`config.mk`:
```
export PLATFORM = sky130hd
export DESIGN_NAME = csr_priv_guard
export DESIGN_NICKNAME = d
export VERILOG_FILES = /design/src/rtl/csrg_pkg.sv /design/src/rtl/csrg_level_map.sv /design/src/rtl/csrg_judge.sv /design/src/rtl/csrg_resp_reg.sv /design/src/rtl/csr_priv_guard.sv
export SDC_FILE = /design/constraint.sdc
export NUM_CORES = 1
export LEC_CHECK = 0
export BUFFER_PORTS_ARGS = -buffer_cell sky130_fd_sc_hd__buf_4
export CORE_MARGIN = 4
export CORE_UTILIZATION = 39
export CTS_CLUSTER_DIAMETER = 100
export DETAILED_ROUTE_END_ITERATION = 10
export PLACE_DENSITY = 0.78
export SETUP_SLACK_MARGIN = 0.2
export SYNTH_ARGS = -nofsm -noshare
export SYNTH_HDL_FRONTEND = slang
export SYNTH_HIERARCHICAL = 1
export SYNTH_SLANG_ARGS = --single-unit
```
`constraint.sdc`:
```
create_clock -name clk -period 1.89 [get_ports clk]
set_input_delay 0.189 -clock clk [delete_from_list [all_inputs] [get_ports clk]]
set_output_delay 0.189 -clock clk [all_outputs]
set_load 0.01 [all_outputs]
```
`src/rtl/csrg_pkg.sv`:
```
package csrg_pkg;
  localparam int CSR_ADDR_W = 12;
  localparam int PRIV_W     = 2;

  localparam logic [1:0] LVL_U  = 2'd0;
  localparam logic [1:0] LVL_S  = 2'd1;
  localparam logic [1:0] LVL_HS = 2'd2;
  localparam logic [1:0] LVL_M  = 2'd3;

  localparam int CODE_ILLEGAL = 2;
  localparam int CODE_VIRTUAL = 22;

  typedef enum logic [1:0] {
    VERDICT_OK   = 2'd0,
    VERDICT_ILL  = 2'd1,
    VERDICT_VIRT = 2'd2
  } verdict_e;

  typedef enum logic [1:0] {
    OP_READ  = 2'd0,
    OP_WRITE = 2'd1,
    OP_SET   = 2'd2,
    OP_CLEAR = 2'd3
  } acc_op_e;

  function automatic logic [1:0] needed_level(input logic [CSR_ADDR_W-1:0] a);
    return a[9:8];
  endfunction

  function automatic logic in_ro_space(input logic [CSR_ADDR_W-1:0] a);
    return a[11:10] == 2'b11;
  endfunction

  function automatic logic does_write(input logic [1:0] op, input logic src_zero);
    case (op)
      OP_READ:  return 1'b0;
      OP_WRITE: return 1'b1;
      default:  return !src_zero;
    endcase
  endfunction
endpackage

```
`src/rtl/csrg_level_map.sv`:
```
module csrg_level_map
  import csrg_pkg::*;
(
  input  logic [PRIV_W-1:0] cur_priv,
  input  logic              virt_on,
  output logic [PRIV_W-1:0] eff_priv,
  output logic              virt_eff
);
  always_comb begin
    virt_eff = virt_on && (cur_priv != LVL_M);
    if (virt_eff) eff_priv = (cur_priv == LVL_U) ? LVL_U : LVL_S;
    else          eff_priv = cur_priv;
  end
endmodule

```
`src/rtl/csrg_judge.sv`:
```
module csrg_judge
  import csrg_pkg::*;
(
  input  logic [CSR_ADDR_W-1:0] addr,
  input  logic [1:0]            op,
  input  logic                  src_zero,
  input  logic [PRIV_W-1:0]     eff_priv,
  input  logic                  virt_eff,
  output logic                  priv_fail,
  output logic                  ro_fail,
  output verdict_e              verdict
);
  logic [1:0] need;

  always_comb begin
    need      = needed_level(addr);
    priv_fail = eff_priv < need;
    ro_fail   = in_ro_space(addr) && does_write(op, src_zero);
    verdict   = VERDICT_OK;
    if (priv_fail) begin
      if (virt_eff && (need <= LVL_HS) && !ro_fail) verdict = VERDICT_VIRT;
      else                                         verdict = VERDICT_ILL;
    end else if (ro_fail) begin
      verdict = VERDICT_ILL;
    end
  end
endmodule

```
`src/rtl/csrg_resp_reg.sv`:
```
module csrg_resp_reg
  import csrg_pkg::*;
#(
  parameter int INSN_W  = 32,
  parameter int CAUSE_W = 6
) (
  input  logic               clk,
  input  logic               rst_n,
  input  logic               in_valid,
  input  verdict_e           in_verdict,
  input  logic [INSN_W-1:0]  in_insn,
  output logic               out_valid,
  output logic               out_ok,
  output logic               out_ill,
  output logic               out_virt,
  output logic [CAUSE_W-1:0] out_cause,
  output logic [INSN_W-1:0]  out_tval
);
  localparam logic [CAUSE_W-1:0] C_ILL  = CAUSE_W'(CODE_ILLEGAL);
  localparam logic [CAUSE_W-1:0] C_VIRT = CAUSE_W'(CODE_VIRTUAL);

  always_ff @(posedge clk) begin
    if (!rst_n) begin
      out_valid <= 1'b0;
      out_ok    <= 1'b0;
      out_ill   <= 1'b0;
      out_virt  <= 1'b0;
      out_cause <= '0;
      out_tval  <= '0;
    end else begin
      out_valid <= in_valid;
      out_ok    <= in_valid && (in_verdict == VERDICT_OK);
      out_ill   <= in_valid && (in_verdict == VERDICT_ILL);
      out_virt  <= in_valid && (in_verdict == VERDICT_VIRT);
      if (in_valid && in_verdict == VERDICT_ILL)       out_cause <= C_ILL;
      else if (in_valid && in_verdict == VERDICT_VIRT) out_cause <= C_VIRT;
      else                                             out_cause <= '0;
      out_tval <= (in_valid && in_verdict != VERDICT_OK) ? in_insn : '0;
    end
  end
endmodule

```
`src/rtl/csr_priv_guard.sv`:
```
module csr_priv_guard
  import csrg_pkg::*;
#(
  parameter int INSN_W  = 32,
  parameter int CAUSE_W = 6
) (
  input  logic                  clk,
  input  logic                  rst_n,
  input  logic                  req_valid,
  input  logic [CSR_ADDR_W-1:0] req_addr,
  input  logic [1:0]            req_op,
  input  logic                  req_src_zero,
  input  logic [PRIV_W-1:0]     cur_priv,
  input  logic                  virt_on,
  input  logic [INSN_W-1:0]     req_insn,
  output logic                  rsp_valid,
  output logic                  rsp_ok,
  output logic                  rsp_illegal,
  output logic                  rsp_virtual,
  output logic [CAUSE_W-1:0]    rsp_cause,
  output logic [INSN_W-1:0]     rsp_tval
);
  logic [PRIV_W-1:0] eff_priv;
  logic              virt_eff;
  logic              priv_fail;
  logic              ro_fail;
  verdict_e          verdict;

  csrg_level_map u_map (
    .cur_priv (cur_priv),
    .virt_on  (virt_on),
    .eff_priv (eff_priv),
    .virt_eff (virt_eff)
  );

  csrg_judge u_judge (
    .addr      (req_addr),
    .op        (req_op),
    .src_zero  (req_src_zero),
    .eff_priv  (eff_priv),
    .virt_eff  (virt_eff),
    .priv_fail (priv_fail),
    .ro_fail   (ro_fail),
    .verdict   (verdict)
  );

  csrg_resp_reg #(.INSN_W(INSN_W), .CAUSE_W(CAUSE_W)) u_resp (
    .clk        (clk),
    .rst_n      (rst_n),
    .in_valid   (req_valid),
    .in_verdict (verdict),
    .in_insn    (req_insn),
    .out_valid  (rsp_valid),
    .out_ok     (rsp_ok),
    .out_ill    (rsp_illegal),
    .out_virt   (rsp_virtual),
    .out_cause  (rsp_cause),
    .out_tval   (rsp_tval)
  );
endmodule

```
# [Word level (Yosys, flattened, before mapping)]
# Cells that the tools add are included.
[word_totals] mem_bits_rw=0 ff_bits=41 out_inout_bits=42 latch_bits=0 rom_bits=0 elab_cells=39 mem_count=0
[op_classes] n_mul=0 div_mod_pow=0 n_addsub=0 n_eq_ne=5 shift=0 magnitude_cmp=2 n_reduce_logical=16 bitwise=1 muxes=8
[ops] op="logical AND 1 bit" count=8
[ops] op="2-to-1 mux 2 bit" count=4
[ops] op="zero test 2 bit" count=3
[ops] op="2-to-1 mux 5 bit" count=1
[ops] op="== test 2 x 1 -> 1 bit, second input constant" count=2
[ops] op="== test 2 bit, second input constant" count=2
[ops] op="less-or-equal comparator 2 bit, second input constant" count=1
[ops] op="zero test 1 bit" count=2
[ops] op="< comparator 2 bit" count=1
[ops] op="2-to-1 mux 1 bit" count=2
[ops] op="!= test 2 bit, second input constant" count=1
[ops] op="case mux 1 bit (2 select lines)" count=1
[ops] op="AND reduction 2 bit" count=1
[ops] op="nonzero test 2 bit" count=1
[ops] op="OR reduction 2 bit" count=1
[ops] op="inverter 1 bit" count=1

# [Depth between registers and ports, before layout]
[depth] ltp_word=11 depth_mapped=8 mapped_depth_nobuf=7

# [Hierarchy]
# Netlist, hierarchy kept.
[by_module_without_submodules] module="csrg_resp_reg" area_per_inst_um2=1141.1 instances=1 cells_per_inst=88 seq_area_each_um2=760.7
[by_module_without_submodules] module="csrg_judge" area_per_inst_um2=93.8 instances=1 cells_per_inst=12 seq_area_each_um2=0.0
[by_module_without_submodules] module="csrg_level_map" area_per_inst_um2=26.3 instances=1 cells_per_inst=5 seq_area_each_um2=0.0

# [Least setup slack after synthesis]
# OpenSTA, ideal clock, no wires.
[synth_timing] kind="input-to-reg" from="input port cur_priv[1]" to="register u_resp.out_tval[0]" setup_slack_ps=404 cell_stages=7 path_buffers=1 setup_ps=113 t_required_ps=1777 arrival_time_ps=1373 cell_sequence="a21boi_1 > ha_1 > a21oi_2 > and3_1 > o211a_4 > buf_6 > and2_4"
[synth_between] elab_cells_between_ends=13 classes_between="order compare: 1; eq/ne: 1; mux: 4; reduce/logical: 7"
[synth_rtl] element="from (decl)" line_no="csr_priv_guard.sv:13" rtl="input logic [PRIV_W-1:0] cur_priv,"
[synth_rtl] element="zero test 2 bit or != test 2 bit (tied branches)" line_no="csrg_level_map.sv:11, csrg_level_map.sv:10"
[synth_rtl] element="2-to-1 mux 1 bit or logical AND 1 bit (tied branches)" line_no="csrg_level_map.sv:11, csrg_level_map.sv:10"
[synth_rtl] element="2-to-1 mux 2 bit (*)" line_no="csrg_level_map.sv:11" rtl="if (virt_eff) eff_priv = (cur_priv == LVL_U) ? LVL_U : LVL_S;"
[synth_rtl] element="< comparator 2 bit (*)" line_no="csrg_judge.sv:17" rtl="priv_fail = eff_priv < need;"
[synth_rtl] element="named net priv_fail" line_no="csr_priv_guard.sv:25" rtl="logic priv_fail;"
[synth_rtl] element="2-to-1 mux 2 bit (*)" line_no="csrg_judge.sv:20" rtl="if (priv_fail) begin"
[synth_rtl] element="named net verdict[1]" line_no="csr_priv_guard.sv:27" rtl="verdict_e verdict;"
[synth_rtl] element="nonzero test 2 bit (*)" line_no="csrg_resp_reg.sv:38" rtl="out_tval <= (in_valid && in_verdict != VERDICT_OK) ? in_insn : '0;"
[synth_rtl] element="logical AND 1 bit (*)" line_no="csrg_resp_reg.sv:38"
[synth_rtl] element="AND reduction 2 bit (no source line) (*)"
[synth_rtl] element="to (signal assigned)" line_no="csrg_resp_reg.sv:38"
[synth_rtl] element="to (decl)" line_no="csrg_resp_reg.sv:17" rtl="output logic [INSN_W-1:0] out_tval"
# The timed path passes the listed nets; every way through them passes the cells marked *.
# A chain may end at the register's enable or synchronous reset.

# [Final worst setup path]
[layout_timing] from="input port cur_priv[0]" to="register u_resp.out_tval[6]"
[layout_between] elab_cells_between_ends=13 classes_between="order compare: 1; eq/ne: 1; mux: 4; reduce/logical: 7"
[layout_rtl] element="!= test 2 bit" line_no="csrg_level_map.sv:10" rtl="virt_eff = virt_on && (cur_priv != LVL_M);"
[layout_rtl] element="logical AND 1 bit" line_no="csrg_level_map.sv:10"
[layout_rtl] element="2-to-1 mux 2 bit" line_no="csrg_level_map.sv:11"
[layout_rtl] element="named net eff_priv[1]" line_no="csr_priv_guard.sv:23" rtl="logic [PRIV_W-1:0] eff_priv;"
[layout_rtl] element="< comparator 2 bit" line_no="csrg_judge.sv:17"
[layout_rtl] element="2-to-1 mux 2 bit" line_no="csrg_judge.sv:20"
[layout_rtl] element="named net verdict[0]" line_no="csr_priv_guard.sv:27"
[layout_rtl] element="nonzero test 2 bit" line_no="csrg_resp_reg.sv:38"
[layout_rtl] element="logical AND 1 bit" line_no="csrg_resp_reg.sv:38"
[layout_rtl] element="AND reduction 2 bit (no source line)"
# The timed path passes the listed nets, and every way through them passes these cells.

==> reports/metrics.yaml <==
clock_network:
  post-cts-setup-buffers: 0
  cts.sink_count: 38
  cts_max_path_buffers: 2
  path_clk_slew_ns: 0.10
  cts.repair.resized: 0
  cts_buffers: 5
  number_of_levels_the_h_tree_was_split_into: 2
  cts_tree: "built"
  cts_hold_buf: 0
  root_buffer_cell: "sky130_fd_sc_hd__clkbuf_4"
run_status:
  outcome: "completed"
routing:
  dr.first_iter.drc_count: 34
  first_pass_iters: 4
  routed-via-count: 950
  detail-route-antenna-nets: 0
  wl_per_cell_um: 11.9
  detail_route.drc_violations: 0
  post_drt_via_cell_ratio: 4.08
  totalWireLength_um: 2770
floorplan:
  ios: 95
  die_span_in_y_um: 64.8
  rows: 20
  core_sq_mm: 0.00308
  initial_utilization_pct: 40.9
  die-width_um: 64.8
  floorplan.die_area_sq_mm: 0.00420
final_layout:
  final_area_sq_mm: 0.00193
  multi_input_combinational_cell_area_sq_um: 429
  n_antenna_cell: 0
  area_growth_syn_to_layout_pct: 53.2
  final_nets: 243
  fillCellCount: 267
  drive_gt1_share_pct: 60.8
  final-seq-area_sq_um: 761
power:
  power_leakage_nw: 0.992
  p_per_area_mw_per_mm2: 743
  switching_share_pct: 22.5
  vdd.ir_drop.worst_uv: 372
  cell_internal_pwr_w: 0.00111
  clock_power_share_pct: 25.4
  totalPowerFinal_w: 0.00143
  power.share.combinational_pct: 15.7
  total_switching_power_w: 0.000323
  power_frac_seq_pct: 58.8
sta:
  timing.final.crit_period_ns: 1.46
  finalSetupViolCount: 0
  timing.final.max_slew_violations: 0
  fmax_ghz: 0.685
  period_utilization_post_route_pct: 77.3
  rsz_0062_raised_after_global_routing: "false"
  final_hold_violation_count: 0
  fin_tns_setup_ns: 0
worst_setup_path:
  critical_path.max_fanout: 32
  worstPathCellList: "buf_4 > inv_1 > a21boi_1 > ha_1 > a211o_1 > nand2_1 > o211a_4 > and2_4"
  crit_path_top_delay_cell: "sky130_fd_sc_hd__o211a_4"
  worstSetupStartpointType: "input pin"
  timing.setup.critical_path_class: "input pin to register"
  cp_data_required_time_ns: 2.16
  cp.buffers_inverters: 2
  end_kind: "register"
  timing.critical_path.max_delay_family: "compound AO/OA/AOI/OAI gates"
  critPathArrivalTime_ns: 1.73
  worst_path_largest_cell_delay_ns: 0.37
placement:
  placement.io_buffers: 83
  place_congestion: 0.699
  placement.cell_area_sq_mm: 0.00188
yosys:
  cell_area_after_synthesis_sq_mm: 0.00126
  syn_avg_cell_area_sq_um: 12.1
  synth_warnings: 6
  post_synth_inst_count: 104
job:
  max-cap-violations: 0
grt:
  number_of_antenna_violations_at_the_first_check_in_global_routing: 0
  grt.overflow.total: 0
  largest_net_degree_at_the_start_of_global_routing: 33
  first_global_vias: 963
  grt_pass1_wl_um: 4280
  track_usage_pct: 13.6
hold_path:
  min-delay-path-class: "input pin to register"
cell type report:
type,instances,area share [%]
clock buffers,5,1.95
clock inverters,2,0.519
inverters,3,0.584
multi-input cells,58,22.3
flip-flops and latches,38,39.5
well taps,44,2.86
repair buffers,83,32.3
path summary, 6_finish.rpt:
check,end,cells past startpoint,startpoint
worst min-delay path,u_resp/out_tval[24]$_SDFF_PN0_,2,req_insn[24]
worst max-delay path,u_resp/out_tval[6]$_SDFF_PN0_,8,cur_priv[0]
stage by stage:
step                      util [%]  setup WS (ns)  cells  hold slack (ns)
after global routing          62.6          0.378    233           0.0460
after floorplan                  -          0.404    106            0.311
after CTS                     62.6          0.425    233           0.0471
final                         62.6          0.429    233           0.0678
after detailed placement      61.1         0.0904    226            0.394
after global placement        61.1          0.130    226            0.396
cell usage in the layout (no fill, tap or decap), types with 2 or more instances in the layout:
master and count:
sky130_fd_sc_hd__nor2_1 3, sky130_fd_sc_hd__nand2_1 4, sky130_fd_sc_hd__and2_1 11, sky130_fd_sc_hd__nor2b_1 2, sky130_fd_sc_hd__and2_4 21, sky130_fd_sc_hd__clkbuf_4 5, sky130_fd_sc_hd__inv_1 3, sky130_fd_sc_hd__conb_1 3
sky130_fd_sc_hd__clkinv_2 2, sky130_fd_sc_hd__dfxtp_1 38, sky130_fd_sc_hd__buf_4 83, sky130_fd_sc_hd__a21boi_1 3
routing by layer:
| metal | wire, um | track usage (%) | up-vias | part of all wire [%] |
|---|---|---|---|---|
| li1 | - | - | 484 | - |
| met1 | 1040 | 14.5 | 407 | 38 |
| met2 | 1370 | 23.1 | 57 | 49 |
| met3 | 341 | 6.24 | 2 | 12 |
| met4 | 21 | 5.54 | 0 | 0.76 |
| met5 | 0 | 0 | - | 0 |
state kept, by name, indices dropped and copies added (netlist names):
name,flops
u_resp/out_virt,1
u_resp/out_ill,1
u_resp/out_tval,32
u_resp/out_valid,1
u_resp/out_cause,2
u_resp/out_ok,1
power groups by stage:
stage	Combinational [W]	Sequential, W	Clock, W
floorplan	0.0000886	0.000879	0
CTS	0.000229	0.000843	0.000386
finish	0.000225	0.000842	0.000364
detailed placement	0.000228	0.000862	0
global placement	0.000222	0.000861	0
global route	0.000244	0.000847	0.000428
No activity file was read; power rests on OpenSTA's default activity.
